$ cat config.mk
export PLATFORM = sky130hd
export DESIGN_NAME = lmx_scan_ctrl
export DESIGN_NICKNAME = d
export VERILOG_FILES = /design/src/rtl/lmx_pkg.sv /design/src/rtl/lmx_frame_seq.sv /design/src/rtl/lmx_row_serializer.sv /design/src/rtl/lmx_latch_timer.sv /design/src/rtl/lmx_scan_ctrl.sv
export SDC_FILE = /design/constraint.sdc
export NUM_CORES = 1
export LEC_CHECK = 0
export CAP_MARGIN = 40
export CORE_MARGIN = 2
export CORE_UTILIZATION = 50
export CTS_CLUSTER_SIZE = 24
export DETAILED_ROUTE_END_ITERATION = 8
export MAX_ROUTING_LAYER = met4
export PLACE_DENSITY = 0.72
export SYNTH_ARGS = -nofsm -noshare
export SYNTH_HDL_FRONTEND = slang
export SYNTH_SLANG_ARGS = --single-unit
export TNS_END_PERCENT = 20
$ cat constraint.sdc
create_clock -name clk -period 1.9 [get_ports clk]
set_input_delay 0.38 -clock clk [delete_from_list [all_inputs] [get_ports clk]]
set_output_delay 0.38 -clock clk [all_outputs]
set_load 0.005 [all_outputs]
$ cat src/rtl/lmx_pkg.sv
package lmx_pkg;
  typedef enum logic [1:0] {
    SER_IDLE,
    SER_LOAD,
    SER_LOW,
    SER_HIGH
  } ser_state_t;

  typedef enum logic [1:0] {
    LT_IDLE,
    LT_PRE,
    LT_PULSE,
    LT_POST
  } lat_state_t;
endpackage

$ cat src/rtl/lmx_frame_seq.sv
module lmx_frame_seq #(
  parameter int ROWS   = 16,
  parameter int SLOT_W = 5
) (
  input  logic              clk,
  input  logic              rst_n,
  input  logic              frame_tick,
  input  logic              slot_done,
  output logic              busy,
  output logic              slot_start,
  output logic [SLOT_W-1:0] slot_idx
);
  logic tick_q;
  logic pending;
  logic req;
  logic last_slot;
  logic launch_idle;
  logic launch_chain;

  assign req          = pending | tick_q;
  assign last_slot    = (slot_idx == SLOT_W'(ROWS));
  assign launch_idle  = !busy && req;
  assign launch_chain = busy && slot_done && last_slot && req;

  always_ff @(posedge clk or negedge rst_n) begin
    if (!rst_n) begin
      tick_q     <= 1'b0;
      pending    <= 1'b0;
      busy       <= 1'b0;
      slot_start <= 1'b0;
      slot_idx   <= '0;
    end else begin
      tick_q     <= frame_tick;
      pending    <= req && !(launch_idle || launch_chain);
      slot_start <= 1'b0;
      if (launch_idle || launch_chain) begin
        busy       <= 1'b1;
        slot_idx   <= '0;
        slot_start <= 1'b1;
      end else if (busy && slot_done) begin
        if (last_slot) begin
          busy     <= 1'b0;
          slot_idx <= '0;
        end else begin
          slot_idx   <= slot_idx + 1'b1;
          slot_start <= 1'b1;
        end
      end
    end
  end


  slot_range_chk: assert property (@(posedge clk) disable iff (!rst_n)
    slot_idx <= SLOT_W'(ROWS));


  busy_end_after_pad_chk: assert property (@(posedge clk) disable iff (!rst_n)
    $fell(busy) |-> $past(slot_idx) == SLOT_W'(ROWS));


  start_only_busy_chk: assert property (@(posedge clk) disable iff (!rst_n)
    slot_start |-> busy);
endmodule

$ cat src/rtl/lmx_row_serializer.sv
module lmx_row_serializer
  import lmx_pkg::*;
#(
  parameter int ROWS       = 16,
  parameter int ROW_PIXELS = 32,
  parameter int HALF_DIV   = 2,
  parameter int SLOT_W     = 5,
  parameter int ROW_W      = 4
) (
  input  logic                  clk,
  input  logic                  rst_n,
  input  logic                  slot_start,
  input  logic [SLOT_W-1:0]     slot_idx,
  input  logic [ROW_PIXELS-1:0] fb_rdata,
  output logic                  fb_rd_en,
  output logic [ROW_W-1:0]      fb_addr,
  output logic                  sclk,
  output logic                  lane_a,
  output logic                  lane_b,
  output logic                  lane_row,
  output logic                  shift_done
);
  localparam int SHIFT_BITS = ROW_PIXELS / 2;
  localparam int BIT_W      = (SHIFT_BITS > 1) ? $clog2(SHIFT_BITS) : 1;
  localparam int DIV_W      = (HALF_DIV > 1) ? $clog2(HALF_DIV) : 1;

  ser_state_t            state;
  logic [ROW_PIXELS-1:0] pix;
  logic [BIT_W-1:0]      bit_cnt;
  logic [DIV_W-1:0]      div_cnt;
  logic [ROW_W-1:0]      pos;
  logic [ROW_W-1:0]      row_sel;
  logic                  pad;
  logic                  shifting;
  logic                  div_end;
  logic                  last_bit;

  assign fb_rd_en = slot_start && (slot_idx < SLOT_W'(ROWS));
  assign fb_addr  = slot_idx[ROW_W-1:0];

  assign shifting = (state == SER_LOW) || (state == SER_HIGH);
  assign div_end  = (div_cnt == DIV_W'(HALF_DIV - 1));
  assign last_bit = (bit_cnt == BIT_W'(SHIFT_BITS - 1));

  assign sclk       = (state == SER_HIGH);
  assign lane_a     = shifting && pix[0];
  assign lane_b     = shifting && pix[1];
  assign lane_row   = shifting && !pad && (pos == row_sel);
  assign shift_done = (state == SER_HIGH) && div_end && last_bit;

  always_ff @(posedge clk or negedge rst_n) begin
    if (!rst_n) begin
      state   <= SER_IDLE;
      pix     <= '0;
      bit_cnt <= '0;
      div_cnt <= '0;
      pos     <= '0;
      row_sel <= '0;
      pad     <= 1'b0;
    end else begin
      unique case (state)
        SER_IDLE: begin
          if (slot_start) begin
            row_sel <= slot_idx[ROW_W-1:0];
            pad     <= (slot_idx == SLOT_W'(ROWS));
            state   <= SER_LOAD;
          end
        end
        SER_LOAD: begin
          pix     <= pad ? '0 : fb_rdata;
          bit_cnt <= '0;
          div_cnt <= '0;
          pos     <= '0;
          state   <= SER_LOW;
        end
        SER_LOW: begin
          if (div_end) begin
            div_cnt <= '0;
            state   <= SER_HIGH;
          end else begin
            div_cnt <= div_cnt + 1'b1;
          end
        end
        SER_HIGH: begin
          if (div_end) begin
            div_cnt <= '0;
            if (last_bit) begin
              state <= SER_IDLE;
            end else begin
              bit_cnt <= bit_cnt + 1'b1;
              pix     <= pix >> 2;
              pos     <= (pos == ROW_W'(ROWS - 1)) ? '0 : pos + 1'b1;
              state   <= SER_LOW;
            end
          end else begin
            div_cnt <= div_cnt + 1'b1;
          end
        end
        default: state <= SER_IDLE;
      endcase
    end
  end


  lanes_hold_high_chk: assert property (@(posedge clk) disable iff (!rst_n)
    (sclk && $past(sclk)) |-> $stable({lane_a, lane_b, lane_row}));


  clk_parks_low_chk: assert property (@(posedge clk) disable iff (!rst_n)
    shift_done |=> !sclk);


  pad_dark_chk: assert property (@(posedge clk) disable iff (!rst_n)
    (shifting && pad) |-> !(lane_a || lane_b || lane_row));
endmodule

$ cat src/rtl/lmx_latch_timer.sv
module lmx_latch_timer
  import lmx_pkg::*;
#(
  parameter int LATCH_CLKS = 3,
  parameter int GAP_CLKS   = 1
) (
  input  logic clk,
  input  logic rst_n,
  input  logic shift_done,
  output logic latch_n,
  output logic slot_done
);
  localparam int MAX_CNT = (LATCH_CLKS > GAP_CLKS) ? LATCH_CLKS : GAP_CLKS;
  localparam int CNT_W   = $clog2(MAX_CNT + 1);

  lat_state_t       state;
  logic [CNT_W-1:0] cnt;
  logic             gap_end;
  logic             pulse_end;

  assign gap_end   = (cnt == CNT_W'(GAP_CLKS - 1));
  assign pulse_end = (cnt == CNT_W'(LATCH_CLKS - 1));
  assign latch_n   = (state != LT_PULSE);
  assign slot_done = (state == LT_POST) && gap_end;

  always_ff @(posedge clk or negedge rst_n) begin
    if (!rst_n) begin
      state <= LT_IDLE;
      cnt   <= '0;
    end else begin
      unique case (state)
        LT_IDLE: begin
          cnt <= '0;
          if (shift_done) state <= LT_PRE;
        end
        LT_PRE: begin
          if (gap_end) begin
            cnt   <= '0;
            state <= LT_PULSE;
          end else begin
            cnt <= cnt + 1'b1;
          end
        end
        LT_PULSE: begin
          if (pulse_end) begin
            cnt   <= '0;
            state <= LT_POST;
          end else begin
            cnt <= cnt + 1'b1;
          end
        end
        LT_POST: begin
          if (gap_end) begin
            cnt   <= '0;
            state <= LT_IDLE;
          end else begin
            cnt <= cnt + 1'b1;
          end
        end
        default: state <= LT_IDLE;
      endcase
    end
  end


  no_retrigger_chk: assert property (@(posedge clk) disable iff (!rst_n)
    (shift_done) |-> (state == LT_IDLE));
endmodule

$ cat src/rtl/lmx_scan_ctrl.sv
module lmx_scan_ctrl #(
  parameter int ROWS       = 16,
  parameter int ROW_PIXELS = 32,
  parameter int HALF_DIV   = 2,
  parameter int LATCH_CLKS = 3,
  parameter int GAP_CLKS   = 1,
  localparam int ROW_W  = (ROWS > 1) ? $clog2(ROWS) : 1,
  localparam int SLOT_W = $clog2(ROWS + 1)
) (
  input  logic                  clk,
  input  logic                  rst_n,
  input  logic                  frame_tick,
  output logic                  fb_rd_en,
  output logic [ROW_W-1:0]      fb_addr,
  input  logic [ROW_PIXELS-1:0] fb_rdata,
  output logic                  sclk,
  output logic                  lane_a,
  output logic                  lane_b,
  output logic                  lane_row,
  output logic                  latch_n,
  output logic                  busy,
  output logic [SLOT_W-1:0]     row_idx
);
  localparam int LRUN_W = $clog2(LATCH_CLKS + 2);

  logic slot_start;
  logic slot_done;
  logic shift_done;

  lmx_frame_seq #(
    .ROWS   (ROWS),
    .SLOT_W (SLOT_W)
  ) u_seq (
    .clk        (clk),
    .rst_n      (rst_n),
    .frame_tick (frame_tick),
    .slot_done  (slot_done),
    .busy       (busy),
    .slot_start (slot_start),
    .slot_idx   (row_idx)
  );

  lmx_row_serializer #(
    .ROWS       (ROWS),
    .ROW_PIXELS (ROW_PIXELS),
    .HALF_DIV   (HALF_DIV),
    .SLOT_W     (SLOT_W),
    .ROW_W      (ROW_W)
  ) u_ser (
    .clk        (clk),
    .rst_n      (rst_n),
    .slot_start (slot_start),
    .slot_idx   (row_idx),
    .fb_rdata   (fb_rdata),
    .fb_rd_en   (fb_rd_en),
    .fb_addr    (fb_addr),
    .sclk       (sclk),
    .lane_a     (lane_a),
    .lane_b     (lane_b),
    .lane_row   (lane_row),
    .shift_done (shift_done)
  );

  lmx_latch_timer #(
    .LATCH_CLKS (LATCH_CLKS),
    .GAP_CLKS   (GAP_CLKS)
  ) u_lat (
    .clk        (clk),
    .rst_n      (rst_n),
    .shift_done (shift_done),
    .latch_n    (latch_n),
    .slot_done  (slot_done)
  );

  logic [LRUN_W-1:0] lat_run;
  always_ff @(posedge clk or negedge rst_n) begin
    if (!rst_n)        lat_run <= '0;
    else if (!latch_n) lat_run <= lat_run + 1'b1;
    else               lat_run <= '0;
  end


  latch_clk_idle_chk: assert property (@(posedge clk) disable iff (!rst_n)
    !latch_n |-> !sclk);


  latch_guard_before_chk: assert property (@(posedge clk) disable iff (!rst_n)
    $fell(latch_n) |-> !$past(sclk));


  latch_guard_after_chk: assert property (@(posedge clk) disable iff (!rst_n)
    $rose(latch_n) |-> !sclk);


  latch_width_chk: assert property (@(posedge clk) disable iff (!rst_n)
    lat_run <= LRUN_W'(LATCH_CLKS));


  read_row_only_chk: assert property (@(posedge clk) disable iff (!rst_n)
    fb_rd_en |-> (row_idx < SLOT_W'(ROWS)) && busy);
endmodule

==> impl_metrics.env, run 1 <==
export IMPL_status="complete, no violations"
export IMPL_clkSlewWorstSetupHoldPaths_ns=0.07
export IMPL_start_util=0.519
export IMPL_placed_cell_area_um2=3670
export IMPL_fp_dieH_um=82.6
export IMPL_grt_overflow_total=0
export IMPL_wl_per_cell_um=14.2
export IMPL_tritoncts="yes"
export IMPL_fmax_ghz=0.544
export IMPL_syn_area_um2=3090
export IMPL_slew_violations=0
export IMPL_slew_headroom=0.641
export IMPL_cts_buffers_inserted=9
export IMPL_grt_pass1_vias=2381
export IMPL_antenna_found_initial=0
export IMPL_synth_seq_area_share=0.494
export IMPL_fin_nets=433
export IMPL_drt_iter0_drc=157
export IMPL_finalCriticalPeriod_ns=1.84
export IMPL_ir_drop_uv=712
export IMPL_dieArea_um2=6820
export IMPL_die_w_um=82.6
export IMPL_grt_setup_unrepaired="true"
export IMPL_worstPathCellList="nand2_2 -> inv_2 -> clkdlybuf4s50_1"
export IMPL_min_path_type="in -> async"
export IMPL_syn_nets=384
export IMPL_setup_viol=0
export IMPL_layout_common_cells="dfrtp_1 (58), nand2_1 (47), clkdlybuf4s50_1 (45), o21ai_0 (43), a21oi_1 (36)"
export IMPL_ys_warn_count=0
export IMPL_worst_pin_slew_ns=0.536
export IMPL_hpwl_um=4580
export IMPL_clock_path_buffers=2
export IMPL_cts_sinks=61
export IMPL_hold_ws_ns=0.0366
export IMPL_layout_commonest_cell="dfrtp_1"
export IMPL_ys_ff_latch=61
export IMPL_drv_cap=0
export IMPL_root_buffer="clkbuf_8"
export IMPL_syn_instance_count=337
export IMPL_syn2layout_area_growth_pct=25.0
export IMPL_wirelength_um=6610
export IMPL_drive_gt1_frac=0.110
export IMPL_ys_top_cells_by_area="dfrtp_1 (49%), o21ai_0 (7.0%), and3_1 (6.3%)"
export IMPL_row_count=28
export IMPL_post_route_util=0.649
export IMPL_synth_edf_count=0
export IMPL_io_pins=51
export IMPL_cp_end_kind="primary output"
export IMPL_coreArea_um2=5960
export IMPL_synth_top_area_cell="dfrtp_1"
export IMPL_power_leakage_nw=1.78
export IMPL_worstSkewPairLatency_ns=0.33
export IMPL_async_reset_ff_frac=1.00
export IMPL_drcViolationCount=0
export IMPL_max_stage_delay_ns=0.49
export IMPL_fin_area_um2=3860
export IMPL_vias_per_cell=5.49
export IMPL_crit_required_ns=1.52
export IMPL_post_route_period_util=0.968
export IMPL_critical_path_class="reg -> out"
export IMPL_grt_total_usage=0.218
export IMPL_port_buffer_count=50
export IMPL_cp_arrival_ns=1.46
export IMPL_hold_viol_final=0
export IMPL_grt_pass1_wl_um=10900
export IMPL_place_congestion=0.797
export IMPL_power_density_nw_per_um2=1390
export IMPL_htreeDepth=3
export IMPL_skew_ns=0.00895
export IMPL_drtAntennaViolNets=0
export IMPL_grt_max_degree=62
export IMPL_antenna_cells=0
export IMPL_avgSynthCellArea_um2=9.17
export IMPL_cp_slowest_cell="clkdlybuf4s50_1"
export IMPL_drt_pass1_iterations=4
export IMPL_setup_worst_path_start_class="flip-flop"
export IMPL_cp_max_fo=6
export IMPL_synth_top_area_share=0.494
export IMPL_dr_total_vias=2555
export IMPL_synth_cell_types=42
export IMPL_synthFlopType="dfrtp_1"
==> cell usage after synthesis, types with 4 or more instances <==
library cell / instances
a21oi_1: 36
a22o_1: 4
and3_1: 31
buf_2: 6
buf_4: 4
clkbuf_1: 14
dfrtp_1: 61
ha_1: 12
inv_1: 11
mux2_2: 5
nand2_1: 48
nand2b_1: 5
nand3_1: 10
nor2_1: 12
o21ai_0: 43
==> what timing repair did <==
item                       CTS  global route
buffers inserted             0             1
hold buffers                 0             0
resized for setup            9             4
pin swaps                    2             2
setup endpoints to repair    5             3
gates cloned                 0             0
==> cell families after synthesis <==
family,share of synthesized area
adders and majority gates,0.0486
AOI/OAI and AO/OA,0.182
DFF,0.494
buffers and inverters,0.0510
and+or+nand+nor,0.197
muxes,0.0215
xor gates and xnor gates,0.00567
==> state kept, by name, indices dropped and copies added, names as in the netlist <==
signal,cells
u_ser.pix,32
u_seq.slot_idx,5
u_ser.bit_cnt,4
u_ser.pos,4
u_ser.row_sel,4
u_lat.cnt,2
u_lat.state,2
u_ser.state,2
u_seq.busy,1
u_seq.pending,1
u_seq.slot_start,1
u_seq.tick_q,1
u_ser.div_cnt,1
u_ser.pad,1
==> critical path, delay by kind of cell, from the launching register on <==
| kind | cells | cell delay, ns |
|---|---|---|
| simple gates | 1 | 0.11 |
| buf+inv | 2 | 0.57 |
| flops | 1 | 0.44 |
==> layer usage <==
metal	vias up	share of wire	track usage
li1	1277	-	-
met1	1220	0.48	0.294
met2	53	0.48	0.326
met3	5	0.041	0.0489
met4	0	0.0080	0.0787
met5	-	0	-
==> power by group <==
part | leakage [nW] | switching [mW] | internal (mW) | total [mW]
logic | 0.928 | 1.16 | 1.06 | 2.22
registers | 0.765 | 0.359 | 1.76 | 2.11
clock network | 0.0926 | 0.473 | 0.573 | 1.05
==> through the flow <==
stage	power, mW	worst slack, ns	cells	TNS, ns
detailed placement	4.37	0.0876	449	0
global placement	4.27	0.182	449	0
CTS	5.42	0.00119	464	0
global route	5.82	-0.000850	465	-0.000850
floorplan	3.59	0.442	337	0
finish	5.38	0.0602	465	0
==> area by class of cell <==
cell class              instances  area (µm²)
repair buffers                 62         606
multi-input cells             240        1410
clock inverters                 1        5.00
well taps                      75        93.8
fillers                       518        2090
inverters                      12        45.0
flip-flops and latches         61        1530
clock buffers                  14         173
==> worst paths after layout <==
kind,cells past startpoint,to,slack [ns],from
worst min register to register,2,u_ser.pix[17]$_DFFE_PN0P_,0.48,u_ser.pix[17]$_DFFE_PN0P_
max in group asynchronous,2,u_ser.state[0]$_DFFE_PN0P_,1.57,rst_n
worst max-delay path,3,sclk,0.06,u_ser.state[1]$_DFFE_PN0P_
worst max register to register,5,u_lat.state[1]$_DFFE_PN0P_,0.23,u_ser.bit_cnt[0]$_DFFE_PN0P_
worst min-delay path,2,u_seq.slot_idx[3]$_DFFE_PN0P_,0.04,rst_n
min in group clk,2,u_ser.pix[17]$_DFFE_PN0P_,0.48,u_ser.pix[17]$_DFFE_PN0P_
Power figures use the tool's default switching activity.
==> inputs of run 2 (changes only) <==
--- a/config.mk
+++ b/config.mk
@@ -10,8 +10,10 @@
 export CORE_UTILIZATION = 50
 export CTS_CLUSTER_SIZE = 24
 export DETAILED_ROUTE_END_ITERATION = 8
+export DONT_BUFFER_PORTS = 1
+export HOLD_SLACK_MARGIN = 0.1
 export MAX_ROUTING_LAYER = met4
-export PLACE_DENSITY = 0.72
+export PLACE_DENSITY = 0.61
 export SYNTH_ARGS = -nofsm -noshare
 export SYNTH_HDL_FRONTEND = slang
 export SYNTH_SLANG_ARGS = --single-unit
==> constraint.sdc (replaced) <==
create_clock -name clk -period 1.8 [get_ports clk]
set_input_delay 0.36 -clock clk [delete_from_list [all_inputs] [get_ports clk]]
set_output_delay 0.36 -clock clk [all_outputs]
set_load 0.005 [all_outputs]
==> impl_metrics.env, run 2 (synthesis results as in run 1) <==
export IMPL_setup_ws_ns=0.0716
export IMPL_grt_setup_unrepaired="false"
export IMPL_skew_ns=0.00478
export IMPL_grt_total_usage=0.208
export IMPL_drv_cap=0
export IMPL_fillers=536
export IMPL_port_buffer_count=0
export IMPL_final_cells=421
export IMPL_die_w_um=82.6
export IMPL_drtAntennaViolNets=0
export IMPL_hpwl_um=4150
export IMPL_tritoncts="yes"
export IMPL_setup_tns_ns=0
export IMPL_grt_pass1_wl_um=10300
export IMPL_worstSkewPairLatency_ns=0.33
export IMPL_dp_cells=401
export IMPL_reg_largest_list="u_ser.pix x32, u_seq.slot_idx x5"
export IMPL_status="complete, no violations"
export IMPL_worst_pin_slew_ns=0.365
export IMPL_post_cts_buffers=0
export IMPL_antenna_found_initial=1
export IMPL_root_buffer="clkbuf_8"
export IMPL_cp_end_kind="primary output"
export IMPL_min_path_type="in -> reg"
export IMPL_cp_max_fo=6
export IMPL_clkSlewWorstSetupHoldPaths_ns=0.07
export IMPL_post_route_util=0.575
export IMPL_htreeDepth=3
export IMPL_crit_required_ns=1.44
export IMPL_largest_reg_flops=32
export IMPL_hold_viol_final=0
export IMPL_io_pins=51
export IMPL_ir_drop_uv=763
export IMPL_power_mw=5.48
export IMPL_finalCriticalPeriod_ns=1.73
export IMPL_layout_common_cells="dfrtp_1 (58), nand2_1 (48), o21ai_0 (43), a21oi_1 (36), and3_1 (31)"
export IMPL_setup_worst_path_start_class="flip-flop"
export IMPL_final_seq_area_um2=1530
export IMPL_dr_total_vias=2336
export IMPL_drcViolationCount=0
export IMPL_dieArea_um2=6820
export IMPL_critical_path_class="reg -> out"
export IMPL_row_count=28
export IMPL_slew_headroom=0.755
export IMPL_fp_dieH_um=82.6
export IMPL_layout_commonest_cell="dfrtp_1"
export IMPL_place_congestion=0.735
export IMPL_clock_path_buffers=2
export IMPL_grt_overflow_total=0
export IMPL_drt_iter0_drc=169
export IMPL_preCtsSetupSlack_ns=0.0716
export IMPL_vias_per_cell=5.55
export IMPL_cts_buffers_inserted=9
export IMPL_power_density_nw_per_um2=1600
export IMPL_power_leakage_nw=1.60
export IMPL_drive_gt1_frac=0.125
export IMPL_multiInputGateArea_um2=1410
export IMPL_drt_pass1_iterations=7
export IMPL_fin_nets=387
export IMPL_fmax_ghz=0.579
export IMPL_grt_pass1_vias=2176
export IMPL_grt_max_degree=62
export IMPL_wirelength_um=6160
export IMPL_syn2layout_area_growth_pct=10.9
export IMPL_setup_viol=0
export IMPL_wl_per_cell_um=14.6
export IMPL_largest_register="u_ser.pix"
export IMPL_start_util=0.519
export IMPL_post_route_period_util=0.960
export IMPL_cts_sinks=61
export IMPL_cp_arrival_ns=1.37
export IMPL_coreArea_um2=5960
export IMPL_slew_violations=0
[run 2: changes by cell type in the layout (fill, tap and decap cells not counted), moves of 2 or more]
cell,before,now
buf_12,2,0
buf_4,9,12
clkbuf_1,2,0
clkbuf_8,12,10
clkdlybuf4s50_1,45,0
clkinvlp_4,0,3
dlygate4sd2_1,3,0
dlygate4sd3_1,0,2
[run 2: worst paths after layout]
| check | slack (ns) | cells past startpoint | start | end |
|---|---|---|---|---|
| setup / recovery | 0.07 | 3 | u_ser.pos[0]$_DFFE_PN0P_ | lane_row |
| hold / removal | 0.16 | 1 | fb_rdata[30] | u_ser.pix[30]$_DFFE_PN0P_ |
| setup reg to reg | 0.17 | 6 | u_ser.bit_cnt[0]$_DFFE_PN0P_ | u_ser.bit_cnt[0]$_DFFE_PN0P_ |
| hold reg to reg | 0.48 | 2 | u_ser.pix[0]$_DFFE_PN0P_ | u_ser.pix[0]$_DFFE_PN0P_ |
| max in group asynchronous | 0.97 | 2 | rst_n | u_ser.pos[0]$_DFFE_PN0P_ |
| min in group asynchronous | 0.55 | 2 | rst_n | u_seq.slot_idx[3]$_DFFE_PN0P_ |
[run 2: routing by layer]
layer  global-route usage  wire, µm  vias to the layer above  part of all wire
met5                    -         0                        -                 0
met4               0.0623        36                        0            0.0058
met3               0.0707       292                        4             0.047
met2                0.283      2700                       43              0.44
met1                0.294      3130                     1104              0.51
li1                     -         -                     1185                 -
[run 2: where the power goes]
group          internal [mW]  total [mW]  switching, mW
clock                  0.671        1.22          0.545
sequential              1.85        2.23          0.379
combinational          0.884        2.03           1.15
[run 2: final cells by class]
class,instances,area share
Sequential cell,61,0.447
Multi-Input combinational cell,240,0.410
Timing Repair Buffer,16,0.0435
Clock buffer,10,0.0402
Tap cell,75,0.0274
Clock inverter,6,0.0183
Inverter,12,0.0131
Antenna cell,1,0.000730
[run 2: worst max-delay path, stage by stage, from the launching register on]
cell and delay [ns]:
dfrtp_2 0.42, inv_1 0.08, a222oi_1 0.30, and3_1 0.25
[run 2: what timing repair did]
item / in CTS / in global routing
hold endpoints to repair: 62 / 0
gates resized for setup: 0 / 4
setup endpoints to repair: 0 / 3
hold buffers: 3 / 0
[run 2: stage by stage]
step / hold slack, ns / instance area (µm²)
final: 0.161 / 3430
after global routing: 0.138 / 3430
after CTS: 0.143 / 3420
after detailed placement: 0.0660 / 3170
after global placement: 0.0658 / 3170
after floorplan: 0.0644 / 3090
==> inputs of run 3 (changes only) <==
--- a/config.mk
+++ b/config.mk
@@ -8,10 +8,9 @@
 export CAP_MARGIN = 40
 export CORE_MARGIN = 2
 export CORE_UTILIZATION = 50
-export CTS_CLUSTER_SIZE = 24
 export DETAILED_ROUTE_END_ITERATION = 8
 export DONT_BUFFER_PORTS = 1
-export HOLD_SLACK_MARGIN = 0.1
+export GPL_TIMING_DRIVEN = 0
 export MAX_ROUTING_LAYER = met4
 export PLACE_DENSITY = 0.61
 export SYNTH_ARGS = -nofsm -noshare
==> impl_metrics.env, run 3 (synthesis results as in run 1) <==
export IMPL_crit_family="flip-flops"
export IMPL_coreArea_um2=5960
export IMPL_cp_end_kind="primary output"
export IMPL_drive_gt1_frac=0.113
export IMPL_row_count=28
export IMPL_cts_sinks=61
export IMPL_final_cells=428
export IMPL_setup_worst_path_start_class="flip-flop"
export IMPL_dp_cells=412
export IMPL_setup_viol=0
export IMPL_worstSkewPairLatency_ns=0.33
export IMPL_drt_pass1_iterations=5
export IMPL_hold_viol_final=0
export IMPL_grt_pass1_vias=2311
export IMPL_fillers=548
export IMPL_skew_ns=0.00632
export IMPL_post_route_util=0.578
export IMPL_layout_commonest_cell="dfrtp_1"
export IMPL_critical_path_class="reg -> out"
export IMPL_grt_max_degree=62
export IMPL_cp_buffers_inverters=1
export IMPL_setup_tns_ns=0
export IMPL_fin_nets=396
export IMPL_setup_ws_ns=0.0334
export IMPL_post_cts_buffers=0
export IMPL_clock_path_buffers=2
export IMPL_post_route_period_util=0.981
export IMPL_clkSlewWorstSetupHoldPaths_ns=0.07
export IMPL_start_util=0.519
export IMPL_cp_max_fo=10
export IMPL_grt_total_usage=0.216
export IMPL_ir_drop_uv=758
export IMPL_grt_overflow_total=0
export IMPL_largest_register="u_ser.pix"
export IMPL_cp_arrival_ns=1.41
export IMPL_wl_per_cell_um=15.7
export IMPL_vias_per_cell=5.70
export IMPL_hpwl_um=4510
export IMPL_antenna_cells=0
export IMPL_finalCriticalPeriod_ns=1.77
export IMPL_drv_cap=0
export IMPL_fp_dieH_um=82.6
export IMPL_grt_setup_unrepaired="true"
export IMPL_reg_largest_list="u_ser.pix x32, u_seq.slot_idx x5"
export IMPL_port_buffer_count=0
export IMPL_grt_pass1_wl_um=10800
export IMPL_slew_headroom=0.643
export IMPL_slew_violations=0
export IMPL_fin_area_um2=3440
export IMPL_io_pins=51
export IMPL_worstPathCellList="clkbuf_4 -> o211ai_1 -> nor2_1 -> and3_1"
export IMPL_tritoncts="yes"
export IMPL_drtAntennaViolNets=0
export IMPL_layout_common_cells="dfrtp_1 (61), nand2_1 (47), o21ai_0 (43), a21oi_1 (36), and3_1 (31)"
export IMPL_drt_iter0_drc=152
export IMPL_place_congestion=0.760
export IMPL_dr_total_vias=2440
export IMPL_die_w_um=82.6
export IMPL_placed_cell_area_um2=3180
export IMPL_dieArea_um2=6820
export IMPL_min_path_type="in -> reg"
export IMPL_power_mw=5.65
export IMPL_cts_buffers_inserted=9
export IMPL_preCtsSetupSlack_ns=0.108
export IMPL_largest_reg_flops=32
export IMPL_power_leakage_nw=1.62
export IMPL_crit_required_ns=1.44
export IMPL_syn2layout_area_growth_pct=11.5
export IMPL_root_buffer="clkbuf_8"
export IMPL_htreeDepth=3
export IMPL_power_density_nw_per_um2=1640
export IMPL_antenna_found_initial=0
export IMPL_wirelength_um=6720
export IMPL_status="complete, no violations"
export IMPL_worst_pin_slew_ns=0.533
export IMPL_hold_ws_ns=0.0527
export IMPL_fmax_ghz=0.566
export IMPL_cp_slowest_cell="dfrtp_1"
export IMPL_max_stage_delay_ns=0.44
export IMPL_drcViolationCount=0
run 3: worst paths after layout:
| check | start | endpoint | slack, ns | depth (start not counted) |
|---|---|---|---|---|
| setup / recovery | u_ser.state[1]$_DFFE_PN0P_ | lane_row | 0.03 | 4 |
| hold / removal | frame_tick | u_seq.tick_q$_DFF_PN0_ | 0.05 | 0 |
| setup reg to reg | u_ser.bit_cnt[0]$_DFFE_PN0P_ | u_ser.bit_cnt[0]$_DFFE_PN0P_ | 0.12 | 6 |
| hold reg to reg | u_ser.pix[0]$_DFFE_PN0P_ | u_ser.pix[0]$_DFFE_PN0P_ | 0.48 | 2 |
| max in group asynchronous | rst_n | u_ser.pix[22]$_DFFE_PN0P_ | 0.95 | 2 |
| min in group asynchronous | rst_n | u_seq.busy$_DFFE_PN0P_ | 0.60 | 2 |
run 3: worst register-to-register path: stages (launching register included):
cell	delay (ns)
dfrtp_1	0.39
ha_1	0.27
nand4_1	0.13
nand3_2	0.19
clkbuf_4	0.24
nor2_1	0.07
mux2_2	0.28
run 3: repair_timing:
action,CTS,global route
endpoints found under the hold margin,61,0
resized for setup,3,4
setup endpoints to repair,1,6
pin swaps,0,0
hold buffers,2,0
run 3: cell type report:
| cell class | count | area [µm²] | share of cell area |
|---|---|---|---|
| Tap cell | 75 | 93.8 | 0.0273 |
| Buffer | 23 | 116 | 0.0338 |
| Multi-Input combinational cell | 240 | 1410 | 0.409 |
| Sequential cell | 61 | 1530 | 0.443 |
| Inverter | 12 | 48.8 | 0.0142 |
| Timing Repair Buffer | 2 | 37.5 | 0.0109 |
| Clock inverter | 5 | 75.1 | 0.0218 |
| Clock buffer | 10 | 138 | 0.0400 |
run 3: power breakdown:
part,switching [mW],internal [mW]
Sequential,0.357,1.85
Combinational,1.24,0.884
Clock,0.518,0.802
run 3: layer usage:
layer,routed length [µm],share of wire,track usage,vias to the layer above
li1,-,-,-,1205
met1,3400,0.51,0.305,1176
met2,2960,0.44,0.310,52
met3,289,0.043,0.0370,7
met4,65,0.0097,0.0836,0
met5,0,0,-,-
